**src/rtl/onehot_fifo_pkg.sv**
```systemverilog
// Package: shared alarm bit positions and widths for the one-hot FIFO.
// Assumes the alarm word layout below is the only one software sees.
package onehot_fifo_pkg;
    localparam int ALARM_W   = 7;
    localparam int CAUSE_W   = 6;
    localparam int A_ZERO    = 0;
    localparam int A_TWO     = 1;
    localparam int A_ONE     = 2;
    localparam int A_COLL    = 3;
    localparam int A_DST     = 4;
    localparam int A_SRC     = 5;
    localparam int A_MUTE    = 6;
    typedef logic [ALARM_W-1:0] alarm_t;
endpackage

```
**src/rtl/onehot_ring_ptr.sv**
```systemverilog
// Module: one-hot ring pointer. Rotates one place on step, reloads to
// INIT_POS on load, drops to all zeros on kill. An all-zeros value
// rotates to itself, so it stays stuck until load.
// Assumes load has priority over kill, and kill over step.
module onehot_ring_ptr #(
    parameter int N        = 8,
    parameter int INIT_POS = 0
) (
    input  logic         clk,
    input  logic         rst_n,
    input  logic         load,
    input  logic         kill,
    input  logic         step,
    output logic [N-1:0] ptr
);
    localparam logic [N-1:0] INIT_VAL = N'(1) << INIT_POS;

    // Pointer register: reset, reload, corrupt or rotate.
    always_ff @(posedge clk) begin
        if (!rst_n || load)
            ptr <= INIT_VAL;
        else if (kill)
            ptr <= '0;
        else if (step)
            ptr <= {ptr[N-2:0], ptr[N-1]};
    end

    // pointer never holds more than one set bit
    a_r1_ptr_onehot0: assert property (@(posedge clk) disable iff (!rst_n)
        $onehot0(ptr));
    // a load puts the pointer at its home position
    a_r3_load_home: assert property (@(posedge clk) disable iff (!rst_n)
        load |=> ptr == INIT_VAL);
    // a zero pointer stays zero without a load
    a_r4_zero_stuck: assert property (@(posedge clk) disable iff (!rst_n)
        (ptr == '0 && !load) |=> ptr == '0);
endmodule

```
**src/rtl/ptr_gap_grade.sv**
```systemverilog
// Module: grades the distance between two one-hot pointers into
// collision, one apart and two apart, with collision first.
// Assumes N >= 5 so the rotations used are all distinct.
module ptr_gap_grade #(
    parameter int N = 8
) (
    input  logic [N-1:0] wptr,
    input  logic [N-1:0] rptr,
    output logic         coll,
    output logic         near1,
    output logic         near2
);
    logic [N-1:0] r_up1, r_dn1, r_up2, r_dn2;

    // Rotated copies of the read pointer, both directions.
    always_comb begin
        r_up1 = {rptr[N-2:0], rptr[N-1]};
        r_dn1 = {rptr[0], rptr[N-1:1]};
        r_up2 = {rptr[N-3:0], rptr[N-1:N-2]};
        r_dn2 = {rptr[1:0], rptr[N-1:2]};
    end

    // Priority grading of the match results.
    always_comb begin
        coll  = (|wptr) && (wptr == rptr);
        near1 = !coll && (|wptr) && (wptr == r_up1 || wptr == r_dn1);
        near2 = !coll && !near1 && (|wptr) && (wptr == r_up2 || wptr == r_dn2);
    end
endmodule

```
**src/rtl/sticky_w2c.sv**
```systemverilog
// Module: row of sticky bits with write-to-clear. A set event in the
// same cycle as a clear wins. nxt exposes the next value.
// Assumes clr is already gated by the software write strobe.
module sticky_w2c #(
    parameter int W = 6
) (
    input  logic         clk,
    input  logic         rst_n,
    input  logic [W-1:0] set_evt,
    input  logic [W-1:0] clr,
    output logic [W-1:0] nxt,
    output logic [W-1:0] q
);
    // Next value: held bits minus cleared ones, plus new events.
    always_comb nxt = (q & ~clr) | set_evt;

    // Storage of the sticky bits.
    always_ff @(posedge clk) begin
        if (!rst_n)
            q <= '0;
        else
            q <= nxt;
    end

    // a set bit that is not cleared stays set
    a_r6_sticky_hold: assert property (@(posedge clk) disable iff (!rst_n)
        1'b1 |=> (($past(q) & ~$past(clr)) & ~q) == '0);
    // a bit with an event in the previous cycle is set
    a_r6_event_wins: assert property (@(posedge clk) disable iff (!rst_n)
        1'b1 |=> ($past(set_evt) & ~q) == '0);
endmodule

```
**src/rtl/onehot_fifo_guard.sv**
```systemverilog
// Module: top of the one-hot pointer FIFO with health alarms. Holds
// DEPTH words addressed by one-hot pointers, grades pointer distance,
// keeps a sticky alarm word and mutes the output to MIDSCALE while an
// enabled fault is held. Assumes one clock for writer and reader.
module onehot_fifo_guard
    import onehot_fifo_pkg::*;
#(
    parameter int          DATA_W   = 16,
    parameter int          DEPTH    = 8,
    parameter int          RD_GAP   = DEPTH / 2,
    parameter logic [15:0] MIDSCALE = 16'h8000
) (
    input  logic              clk,
    input  logic              rst_n,
    input  logic              sync,
    input  logic              wr_en,
    input  logic [DATA_W-1:0] wr_data,
    input  logic              rd_en,
    output logic [DATA_W-1:0] rd_data,
    input  logic              dbg_wptr_clear,
    input  logic              collide_ena,
    input  logic              dst_lost_ena,
    input  logic              src_lost_ena,
    input  logic              dst_clk_lost,
    input  logic              src_clk_lost,
    input  logic              clr_we,
    input  logic [ALARM_W-1:0] clr_mask,
    output logic [ALARM_W-1:0] alarms
);
    localparam logic [DATA_W-1:0] MUTE_WORD = DATA_W'(MIDSCALE);

    logic [DEPTH-1:0]  wptr, rptr;
    logic              wr_ok;
    logic              g_coll, g_near1, g_near2;
    logic [ALARM_W-1:0] clr_eff;
    logic [CAUSE_W-1:0] cause_evt, cause_nxt, cause_q;
    logic [0:0]         mute_evt, mute_nxt, mute_q;
    logic [DATA_W-1:0]  mem [DEPTH];
    logic [DATA_W-1:0]  sel_word;

    // A write lands only outside sync and corruption cycles.
    always_comb wr_ok = wr_en && !sync && !dbg_wptr_clear;

    onehot_ring_ptr #(.N(DEPTH), .INIT_POS(0)) u_wptr (
        .clk(clk), .rst_n(rst_n), .load(sync), .kill(dbg_wptr_clear),
        .step(wr_en), .ptr(wptr));

    onehot_ring_ptr #(.N(DEPTH), .INIT_POS(RD_GAP)) u_rptr (
        .clk(clk), .rst_n(rst_n), .load(sync), .kill(1'b0),
        .step(rd_en), .ptr(rptr));

    ptr_gap_grade #(.N(DEPTH)) u_gap (
        .wptr(wptr), .rptr(rptr), .coll(g_coll), .near1(g_near1), .near2(g_near2));

    // Storage: one register per entry, written when its pointer bit is hot.
    for (genvar i = 0; i < DEPTH; i++) begin : g_entry
        always_ff @(posedge clk) begin
            if (!rst_n)
                mem[i] <= '0;
            else if (wr_ok && wptr[i])
                mem[i] <= wr_data;
        end
    end

    // One-hot read mux: OR of the entry selected by the read pointer.
    always_comb begin
        sel_word = '0;
        for (int i = 0; i < DEPTH; i++)
            if (rptr[i]) sel_word = sel_word | mem[i];
    end

    // Gated clear mask and raw cause events.
    always_comb begin
        clr_eff           = clr_we ? clr_mask : '0;
        cause_evt         = '0;
        cause_evt[A_ZERO] = (wptr == '0);
        cause_evt[A_TWO]  = g_near2;
        cause_evt[A_ONE]  = g_near1;
        cause_evt[A_COLL] = g_coll;
        cause_evt[A_DST]  = dst_clk_lost;
        cause_evt[A_SRC]  = src_clk_lost;
    end

    sticky_w2c #(.W(CAUSE_W)) u_cause (
        .clk(clk), .rst_n(rst_n), .set_evt(cause_evt), .clr(clr_eff[CAUSE_W-1:0]),
        .nxt(cause_nxt), .q(cause_q));

    // Mute event from enabled cause bits as they will stand next cycle.
    always_comb mute_evt[0] = (collide_ena  && cause_nxt[A_COLL])
                            || (dst_lost_ena && cause_nxt[A_DST])
                            || (src_lost_ena && cause_nxt[A_SRC]);

    sticky_w2c #(.W(1)) u_mute (
        .clk(clk), .rst_n(rst_n), .set_evt(mute_evt), .clr(clr_eff[A_MUTE:A_MUTE]),
        .nxt(mute_nxt), .q(mute_q));

    // Output word and alarm word.
    always_comb begin
        alarms  = {mute_q, cause_q};
        rd_data = mute_q[0] ? MUTE_WORD : sel_word;
    end

    // an enabled collision seen now mutes the next cycle
    a_r8_coll_mutes: assert property (@(posedge clk) disable iff (!rst_n)
        (collide_ena && g_coll) |=> alarms[A_MUTE]);
    // while muted the output carries the midscale word
    a_r8_mute_word: assert property (@(posedge clk) disable iff (!rst_n)
        alarms[A_MUTE] |-> rd_data == MUTE_WORD);
    // a zero write pointer raises the zero alarm next cycle
    a_r4_zero_alarm: assert property (@(posedge clk) disable iff (!rst_n)
        (wptr == '0) |=> alarms[A_ZERO]);
    // at most one distance grade fires per cycle
    a_r5_one_grade: assert property (@(posedge clk) disable iff (!rst_n)
        $onehot0({g_coll, g_near1, g_near2}));
endmodule

```
**config.mk**
```make
export PLATFORM = sky130hd
export DESIGN_NAME = onehot_fifo_guard
export DESIGN_NICKNAME = d
export VERILOG_FILES = /design/src/rtl/onehot_fifo_pkg.sv /design/src/rtl/onehot_ring_ptr.sv /design/src/rtl/ptr_gap_grade.sv /design/src/rtl/sticky_w2c.sv /design/src/rtl/onehot_fifo_guard.sv
export SDC_FILE = /design/constraint.sdc
export NUM_CORES = 1
export LEC_CHECK = 0
export ABC_AREA = 1
export CORE_ASPECT_RATIO = 0.75
export CORE_MARGIN = 4
export CORE_UTILIZATION = 62
export DETAILED_ROUTE_END_ITERATION = 10
export PLACE_DENSITY = 0.8
export SLEW_MARGIN = 15
export SYNTH_ARGS = -nofsm -noshare
export SYNTH_HDL_FRONTEND = slang
export SYNTH_SLANG_ARGS = --single-unit
```
**constraint.sdc**
```tcl
create_clock -name clk -period 6.8 [get_ports clk]
set_input_delay 1.02 -clock clk [delete_from_list [all_inputs] [get_ports clk]]
set_output_delay 1.02 -clock clk [all_outputs]
set_load 0.02 [all_outputs]
```
## After elaboration in Yosys (flattened, before gate mapping)

Memory sizes are Yosys's and may differ from the RTL's.
Cells that the tools add are included.

| storage, ports and cells | value |
|---|---|
| bits in registers | 23 |
| RAM bits | 128 |
| bits of input ports | 35 |
| output and inout bits | 23 |
| logic and storage cells | 110 |
| memories kept | 1 |

| operators by class | value |
|---|---|
| equality and inequality tests | 5 |
| mux-type cells | 45 |
| bitwise logic cells | 21 |
| reduce and logical (&&, ||, !) cells | 33 |

Memories:

| memory | words | bits a word | read ports | clocked after memory_dff | wr ports | line | RTL |
|---|---|---|---|---|---|---|---|
| mem | 8 | 16 | 8 | 0 | 8 | onehot_fifo_guard.sv:38 | `logic [DATA_W-1:0] mem [DEPTH];` |

Operators with widths:

| cell | count |
|---|---|
| 16-bit two-way mux | 17 |
| 16-bit bitwise OR | 7 |
| 8-bit == test | 5 |
| 1-bit two-way mux | 27 |
| 1-bit logical AND | 19 |
| 1-bit bitwise OR | 9 |
| 8-bit logical NOT | 1 |
| 8-bit OR reduction | 1 |
| 7-bit two-way mux | 1 |
| 6-bit bitwise AND | 1 |
| 6-bit NOT | 1 |
| 6-bit bitwise OR | 1 |
| 1-bit logical NOT | 5 |
| 1-bit logical OR | 5 |
| 2-bit nonzero test | 1 |
| 2-bit OR reduction | 1 |
| 1-bit bitwise AND | 1 |
| 1-bit NOT | 1 |

## Logic depth before layout (Yosys ltp)

Gate-level depths: netlist of the first run.
An unclocked memory read counts as a cell.

| depth | value |
|---|---|
| depth after elaboration | 17 |
| gate-level depth with buffers | 11 |
| mapped depth without buffers | 10 |

## Modules after synthesis

From an unflattened synthesis of the first run, not the netlist that was laid out.

| second synthesis, totals | value |
|---|---|
| cells, all modules | 913 |
| area total of the unflattened synthesis | 7,512.2 um^2 |

By module, submodules not included:

| module | instances | cells an instance | area an instance (um^2) | sequential area each (um^2) |
|---|---|---|---|---|
| onehot_fifo_guard | 1 | 587 | 5,636.7 | 3,843.7 |
| onehot_ring_ptr | 2 | 60 | 401.6 | 160.2 |
| ptr_gap_grade | 1 | 162 | 740.7 | 0.0 |
| sticky_w2c (u_cause) | 1 | 37 | 281.5 | 120.1 |
| sticky_w2c (u_mute) | 1 | 7 | 50.0 | 20.0 |

## Worst setup path after synthesis of the first run

No wires, ideal clock.

| path | value |
|---|---|
| path type | input port to flip-flop |
| start point | input wr_en |
| end point | memory mem[0][0], enable pin |
| setup time | 0.411 ns |
| data arrival time | 3.217 ns |
| required time | 6.389 ns |
| path slack | 3.172 ns |
| stages on the path | 5 |
| path buffers | 1 |
| path through | buf_6 -> inv_2 -> nor3_4 -> inv_1 -> o21ai_0 |

RTL lines:

| item | line | RTL |
|---|---|---|
| start: declaration | onehot_fifo_guard.sv:16 | `input logic wr_en,` |
| end: declaration | onehot_fifo_guard.sv:38 |  |

## Worst setup path after layout of the first run

| path | value |
|---|---|
| start point | register u_rptr.ptr[6] |
| end point | output rd_data[2] |

| on the way | value |
|---|---|
| word-level cells in the longest chain between the ends | 4 |

Ends and longest elaborated chain:

| item | line | RTL |
|---|---|---|
| start: declaration | onehot_ring_ptr.sv:14 | `output logic [N-1:0] ptr` |
| start signal: assignment | onehot_ring_ptr.sv:25 | `ptr <= {ptr[N-2:0], ptr[N-1]};` |
| 16-bit two-way mux * | onehot_fifo_guard.sv:69 | `if (rptr[i]) sel_word = sel_word \| mem[i];` |
| 16-bit bitwise OR | onehot_fifo_guard.sv:69 |  |
| 16-bit two-way mux * | onehot_fifo_guard.sv:69 |  |
| 16-bit two-way mux * | onehot_fifo_guard.sv:100 | `rd_data = mute_q[0] ? MUTE_WORD : sel_word;` |
| end: declaration | onehot_fifo_guard.sv:19 | `output logic [DATA_W-1:0] rd_data,` |

Mark *: on every way between the ends. The rest lies on a longest branch, timed or not.

==> results.yml, run 1 <==
clock_network:
  post_cts_buffers: 0
  clk-insertion-delay-late_ns: 0.43
  h-tree-depth: 4
  clock_sinks: 151
  clockRootBuffer: "clkbuf_16"
  hold_buffers: 0
  cts_resized: 0
  cts_tree: "yes"
  clock_path_buffers: 2
  clk_pin_slew_ns: 0.06
  cts_made_buffers: 17
grt:
  grt_pass1_wl_um: 30000
  grt_overflow: 0
  grtUsageTotal: 0.318
  antenna_found_initial: 2
  grt_pass1_vias: 5232
  grt_max_degree: 25
floorplan:
  std_cell_rows: 33
  die_w_um: 130
  initial_core_util: 0.636
  dieArea_um2: 13000
  dieHeight_um: 99.7
  io_pins: 58
  design.core.area_um2: 10900
cells_and_area:
  antennaDiodeCount: 0
  layout.nets: 785
  drive_gt1_frac: 0.0721
  area_growth_pct: 17.3
  utilization: 0.745
  stdcell_count: 903
synthesis:
  muxShareOfSynthArea: 0
  netlist-cell-type-count: 25
  synth_fa_ha_area_frac: 0
  synth_top_family_by_area: "simple AND/OR/NAND/NOR gates"
  synth_nets: 736
  yosysWarnings: 0
  synth_xor_area_frac: 0.0176
  syn_area_um2: 6960
  avgSynthCellArea_um2: 9.92
  synth-simple-area-share: 0.210
  syn-instance-count: 701
  async_reset_ff_frac: 0
  synth_edf_count: 128
  ys_ff_latch: 151
  yosysSeqAreaShare: 0.619
  synth_compound_gate_area_share: 0.0977
  ys.flop_type: "edfxtp_1"
power:
  clockPowerShare: 0.428
  p_sw_frac: 0.232
  p_switching_uw: 505
  finalPower_uw: 2180
  power_leakage_uw: 0.00323
  powerDensity_nw_per_um2: 267
  p_seq_frac: 0.488
  pwr-share-comb: 0.084
  vdd_ir_drop_max_mv: 0.197
  p_int_uw: 1670
hold_path:
  hold_path_end: "u_cause.q[2]"
  hold_depth: 2
  hold_start: "u_cause.q[2]"
  worst_hold_path_type: "flip-flop to flip-flop"
timing:
  rsz0062_at_grt: "false"
  layout_min_cycle_time_ns: 3.86
  relSlewSlack: 0.243
  skew_ns: 0.00924
  fin_tns_setup_ns: 0
  post-route-period-util: 0.567
  tightest_slew_ns: 1.13
  slew_violations: 0
  hold_viol: 0
  setup_ws_ns: 2.94
  setup_viol: 0
  max_freq_ghz: 0.259
setup_path:
  r2r-start: "u_rptr.ptr[1]"
  startpoint_type: "flip-flop"
  endpoint_kind: "output pin"
  worst-r2r-setup-slack_ns: 4.50
  worst-setup-path-type: "flip-flop to output pin"
  reg2regPathDepth: 10
  required_ns: 5.78
  reg2reg_to: "u_mute.q"
  worstPathMaxFanout: 24
  cp.arrival_ns: 2.84
drt:
  drc: 0
  via_count: 5687
  post_drt_wl_per_cell_um: 22.2
  ant_nets: 0
  viasPerCell: 6.30
  drt_iter0_markers: 978
  drt-total-wl_um: 20000
  drtPass1Iterations: 6
place:
  dp.cells: 871
  pre_cts_slack_ns: 3.18
  gp_congestion: 0.931
  numPortBuffers: 57
  dpl.hpwl_um: 13100
outcome:
  status: "complete, no violations"
run:
  cap_violations: 0
==> flip-flops by register name (all words and copies together), names as in the netlist <==
register,flops
mem,128
u_mute.q,1
u_cause.q,6
u_wptr.ptr,8
u_rptr.ptr,8
==> worst max-delay path by stage <==
stage	startpoint	endpoint	slack, ns	depth (start not counted)
6_report	u_rptr.ptr[6]	rd_data[2]	2.94	5
5_1_grt	u_rptr.ptr[0]	rd_data[3]	2.88	5
4_1_cts	u_rptr.ptr[6]	rd_data[2]	3.01	5
3_5_place_dp	wr_en	mem[0][46]	3.18	6
3_3_place_gp	wr_en	mem[0][55]	3.30	6
2_1_floorplan	wr_en	mem[0][0]	3.17	5
==> cells by family after synthesis <==
family	after synthesis
AO/OA/AOI/OAI	102
XOR/XNOR	14
buffers and inverters	81
flip-flops	151
AND/OR/NAND/NOR	353
==> routing by layer <==
metal  up-vias  GRT usage  share of wire
li1       2466          -              -
met1      2649      0.474           0.38
met2       518      0.422           0.41
met3        50      0.148           0.19
met4         4     0.0783          0.016
met5         -          0         0.0011
==> per-stage QoR <==
stage,instance area [um^2],hold slack [ns]
after floorplan,6960,0.514
after global placement,7560,0.452
after detailed placement,7560,0.466
after CTS,8160,0.476
after global routing,8160,0.493
final,8160,0.471
==> final cells by class <==
cell class | count | area, um^2
fillers | 724 | 2790
flip-flops and latches | 151 | 4300
well taps | 140 | 175
repair buffers | 70 | 668
clock buffers | 27 | 563
inverters | 41 | 154
multi-input cells | 469 | 2260
clock inverters | 5 | 28.8
==> worst max-delay path, stage by stage, from the launching register on <==
cell,delay (ns)
dfxtp_1,0.98
nand2_1,0.23
nand2_1,0.16
a221oi_1,0.07
a21oi_1,0.31
clkdlybuf4s50_1,0.66
==> power groups by stage <==
stage / Clock [uW] / Combinational (uW) / Sequential (uW)
2_1_floorplan: 0 / 101 / 1060
3_3_place_gp: 0 / 172 / 1080
3_5_place_dp: 0 / 176 / 1080
4_1_cts: 932 / 178 / 1060
5_1_grt: 972 / 193 / 1060
6_report: 932 / 182 / 1060
==> cell usage after synthesis (all sizes together), types with 2 or more instances <==
| cell | n | area (um^2) |
|---|---|---|
| a21oi | 38 | 190 |
| a221oi | 28 | 245 |
| a22o | 16 | 140 |
| buf | 22 | 168 |
| clkbuf | 18 | 67.6 |
| dfxtp | 23 | 460 |
| edfxtp | 128 | 3840 |
| inv | 41 | 154 |
| nand2 | 186 | 698 |
| nand3 | 11 | 155 |
| nand4 | 2 | 12.5 |
| nor2 | 152 | 573 |
| nor3 | 2 | 21.3 |
| o21ai | 18 | 90.1 |
| xnor2 | 13 | 114 |
==> cell usage in the layout (no fill, tap or decap), drive strengths merged <==
cell	n
xor2	1
o21ai	18
nor3	2
a21oi	38
nor2	152
xnor2	13
clkdlybuf4s50	57
inv	44
nand2	186
a31oi	1
a22o	16
o211ai	1
clkinv	2
buf	13
edfxtp	128
dfxtp	23
nand3	11
a221oi	28
clkbuf	27
nand4	2
Note: power is estimated with default switching activity, not from simulation.
==> run 2, diff against run 1 <==
--- a/config.mk
+++ b/config.mk
@@ -8,9 +8,9 @@
 export ABC_AREA = 1
 export CORE_ASPECT_RATIO = 0.75
 export CORE_MARGIN = 4
-export CORE_UTILIZATION = 62
+export CORE_UTILIZATION = 58
 export DETAILED_ROUTE_END_ITERATION = 10
-export PLACE_DENSITY = 0.8
+export PLACE_DENSITY = 0.76
 export SLEW_MARGIN = 15
 export SYNTH_ARGS = -nofsm -noshare
 export SYNTH_HDL_FRONTEND = slang
==> constraint.sdc (replaced) <==
create_clock -name clk -period 3.85 [get_ports clk]
set_input_delay 0.5775 -clock clk [delete_from_list [all_inputs] [get_ports clk]]
set_output_delay 0.5775 -clock clk [all_outputs]
set_load 0.02 [all_outputs]
==> run 2 against run 1 <==
Compared with the run above:
- critical path depth increased by 1
- register-to-register slack got worse by 2.9 ns
- final cell count rose by 2.9%
- hold slack lost 0.0066 ns
- sequential cell count unchanged
- clock skew is 0.0034 ns lower
- sequential share of layout area shrank 0.38 points
- worst setup slack got worse by 2.4 ns
- via count decreased by 2.1%
- largest power group unchanged
==> results.yml, run 2 (synthesis results as in run 1) <==
cells_and_area:
  largest_register_ffs: 128
  antennaDiodeCount: 0
  final_cell_mix: "186 x nand2_1, 151 x nor2_1, 128 x edfxtp_1"
  area_growth_pct: 18.1
  top_register: "mem"
  final_common_cell: "nand2_1"
  stdcell_count: 929
  top_regs: "mem (128), u_rptr.ptr (8), u_wptr.ptr (8)"
  drive_gt1_frac: 0.0756
  layout.nets: 789
place:
  numPortBuffers: 57
  gp_congestion: 0.934
  dp.cells: 897
  dpl.hpwl_um: 13400
timing:
  slew_violations: 0
  hold_slack_ns: 0.464
  rsz0062_at_grt: "false"
  hold_viol: 0
  max_freq_ghz: 0.304
  tightest_slew_ns: 1.01
  layout_min_cycle_time_ns: 3.29
  setup_viol: 0
  relSlewSlack: 0.329
  fin_tns_setup_ns: 0
  post-route-period-util: 0.854
  skew_ns: 0.00584
hold_path:
  worst_hold_path_type: "flip-flop to flip-flop"
clock_network:
  clockRootBuffer: "clkbuf_16"
  clk_pin_slew_ns: 0.06
  h-tree-depth: 4
  cts_made_buffers: 17
  cts_resized: 0
  clock_path_buffers: 2
  post_cts_buffers: 0
  hold_buffers: 0
  cts_tree: "yes"
  clk-insertion-delay-late_ns: 0.42
  clock_sinks: 151
setup_path:
  cp_top_family: "buffers and inverters"
  worstPathMaxFanout: 13
  cp.arrival_ns: 2.71
  crit_slowest_cell: "dfxtp_1"
  cp_slowest_stage_delay_ns: 0.78
  cpMostUsedCell: "nand2_1"
  endpoint_kind: "output pin"
  worst-setup-path-type: "flip-flop to output pin"
  path_cells: "buf_4, nand2_1, nand2_1, a221oi_1, a21oi_1, clkdlybuf4s50_1"
  cp_num_buf_inv: 2
  required_ns: 3.27
  startpoint_type: "flip-flop"
floorplan:
  std_cell_rows: 34
  die_w_um: 134
  io_pins: 58
  dieArea_um2: 13800
  initial_core_util: 0.597
  design.core.area_um2: 11700
  dieHeight_um: 103
drt:
  ant_nets: 0
  drt-total-wl_um: 20000
  via_count: 5567
  drt_iter0_markers: 995
  viasPerCell: 5.99
  drtPass1Iterations: 7
  drc: 0
  post_drt_wl_per_cell_um: 21.6
grt:
  grt_overflow: 0
  grtUsageTotal: 0.301
  grt_max_degree: 23
  grt_pass1_vias: 5097
  antenna_found_initial: 0
  grt_pass1_wl_um: 30500
power:
  finalPower_uw: 3880
  power_leakage_uw: 0.00324
  powerDensity_nw_per_um2: 472
  vdd_ir_drop_max_mv: 0.365
run:
  cap_violations: 0
outcome:
  status: "complete, no violations"
-- run 2: cell count changes in the layout (fill, tap and decap cells not counted), sizes merged --
cell / delta
clkbuf: -10
inv: +4
clkinv: +3
buf: +4
bufinv: +2
clkinvlp: +1
-- run 2: path summary, 6_finish.rpt --
path / to / cells past startpoint / from / slack, ns
min reg2reg: u_cause.q[0] / 2 / u_cause.q[0] / 0.46
max: rd_data[3] / 6 / u_rptr.ptr[5] / 0.56
min: u_cause.q[0] / 2 / u_cause.q[0] / 0.46
max reg2reg: u_mute.q / 11 / u_rptr.ptr[2] / 1.57
-- run 2: layout make-up --
| class | count | area [um^2] |
|---|---|---|
| Fill cell | 892 | 3440 |
| Timing Repair Buffer | 74 | 698 |
| Clock buffer | 17 | 425 |
| Inverter | 41 | 154 |
| Tap cell | 162 | 203 |
| Sequential cell | 151 | 4300 |
| Multi-Input combinational cell | 469 | 2260 |
| Clock inverter | 15 | 168 |
-- run 2: report_power, final --
part	internal, uW	leakage (uW)	switching [uW]
clock	972	0.000288	711
combinational	125	0.00144	191
sequential	1830	0.00151	54.4
-- run 2: metal layers --
metal	vias to the layer above	routed length (um)	GRT usage	part of all wire
li1	2479	-	-	-
met5	-	0	0	0
met1	2632	8390	0.460	0.42
met3	23	3270	0.111	0.16
met2	433	8210	0.415	0.41
met4	0	162	0.0618	0.0081
-- run 2: through the flow --
stage / cell area (um^2) / util / setup slack [ns]
floorplan: 6960 / - / 0.664
global placement: 7620 / 0.654 / 1.09
detailed placement: 7620 / 0.654 / 1.06
CTS: 8210 / 0.705 / 0.636
global route: 8210 / 0.705 / 0.492
finish: 8210 / 0.705 / 0.564
-- run 2: worst register-to-register path, delay by kind of cell, from the launching register on --
family	cells	cell delay [ns]
buf+inv	2	0.38
compound gates	1	0.16
simple gates	8	0.77
flops	1	0.92
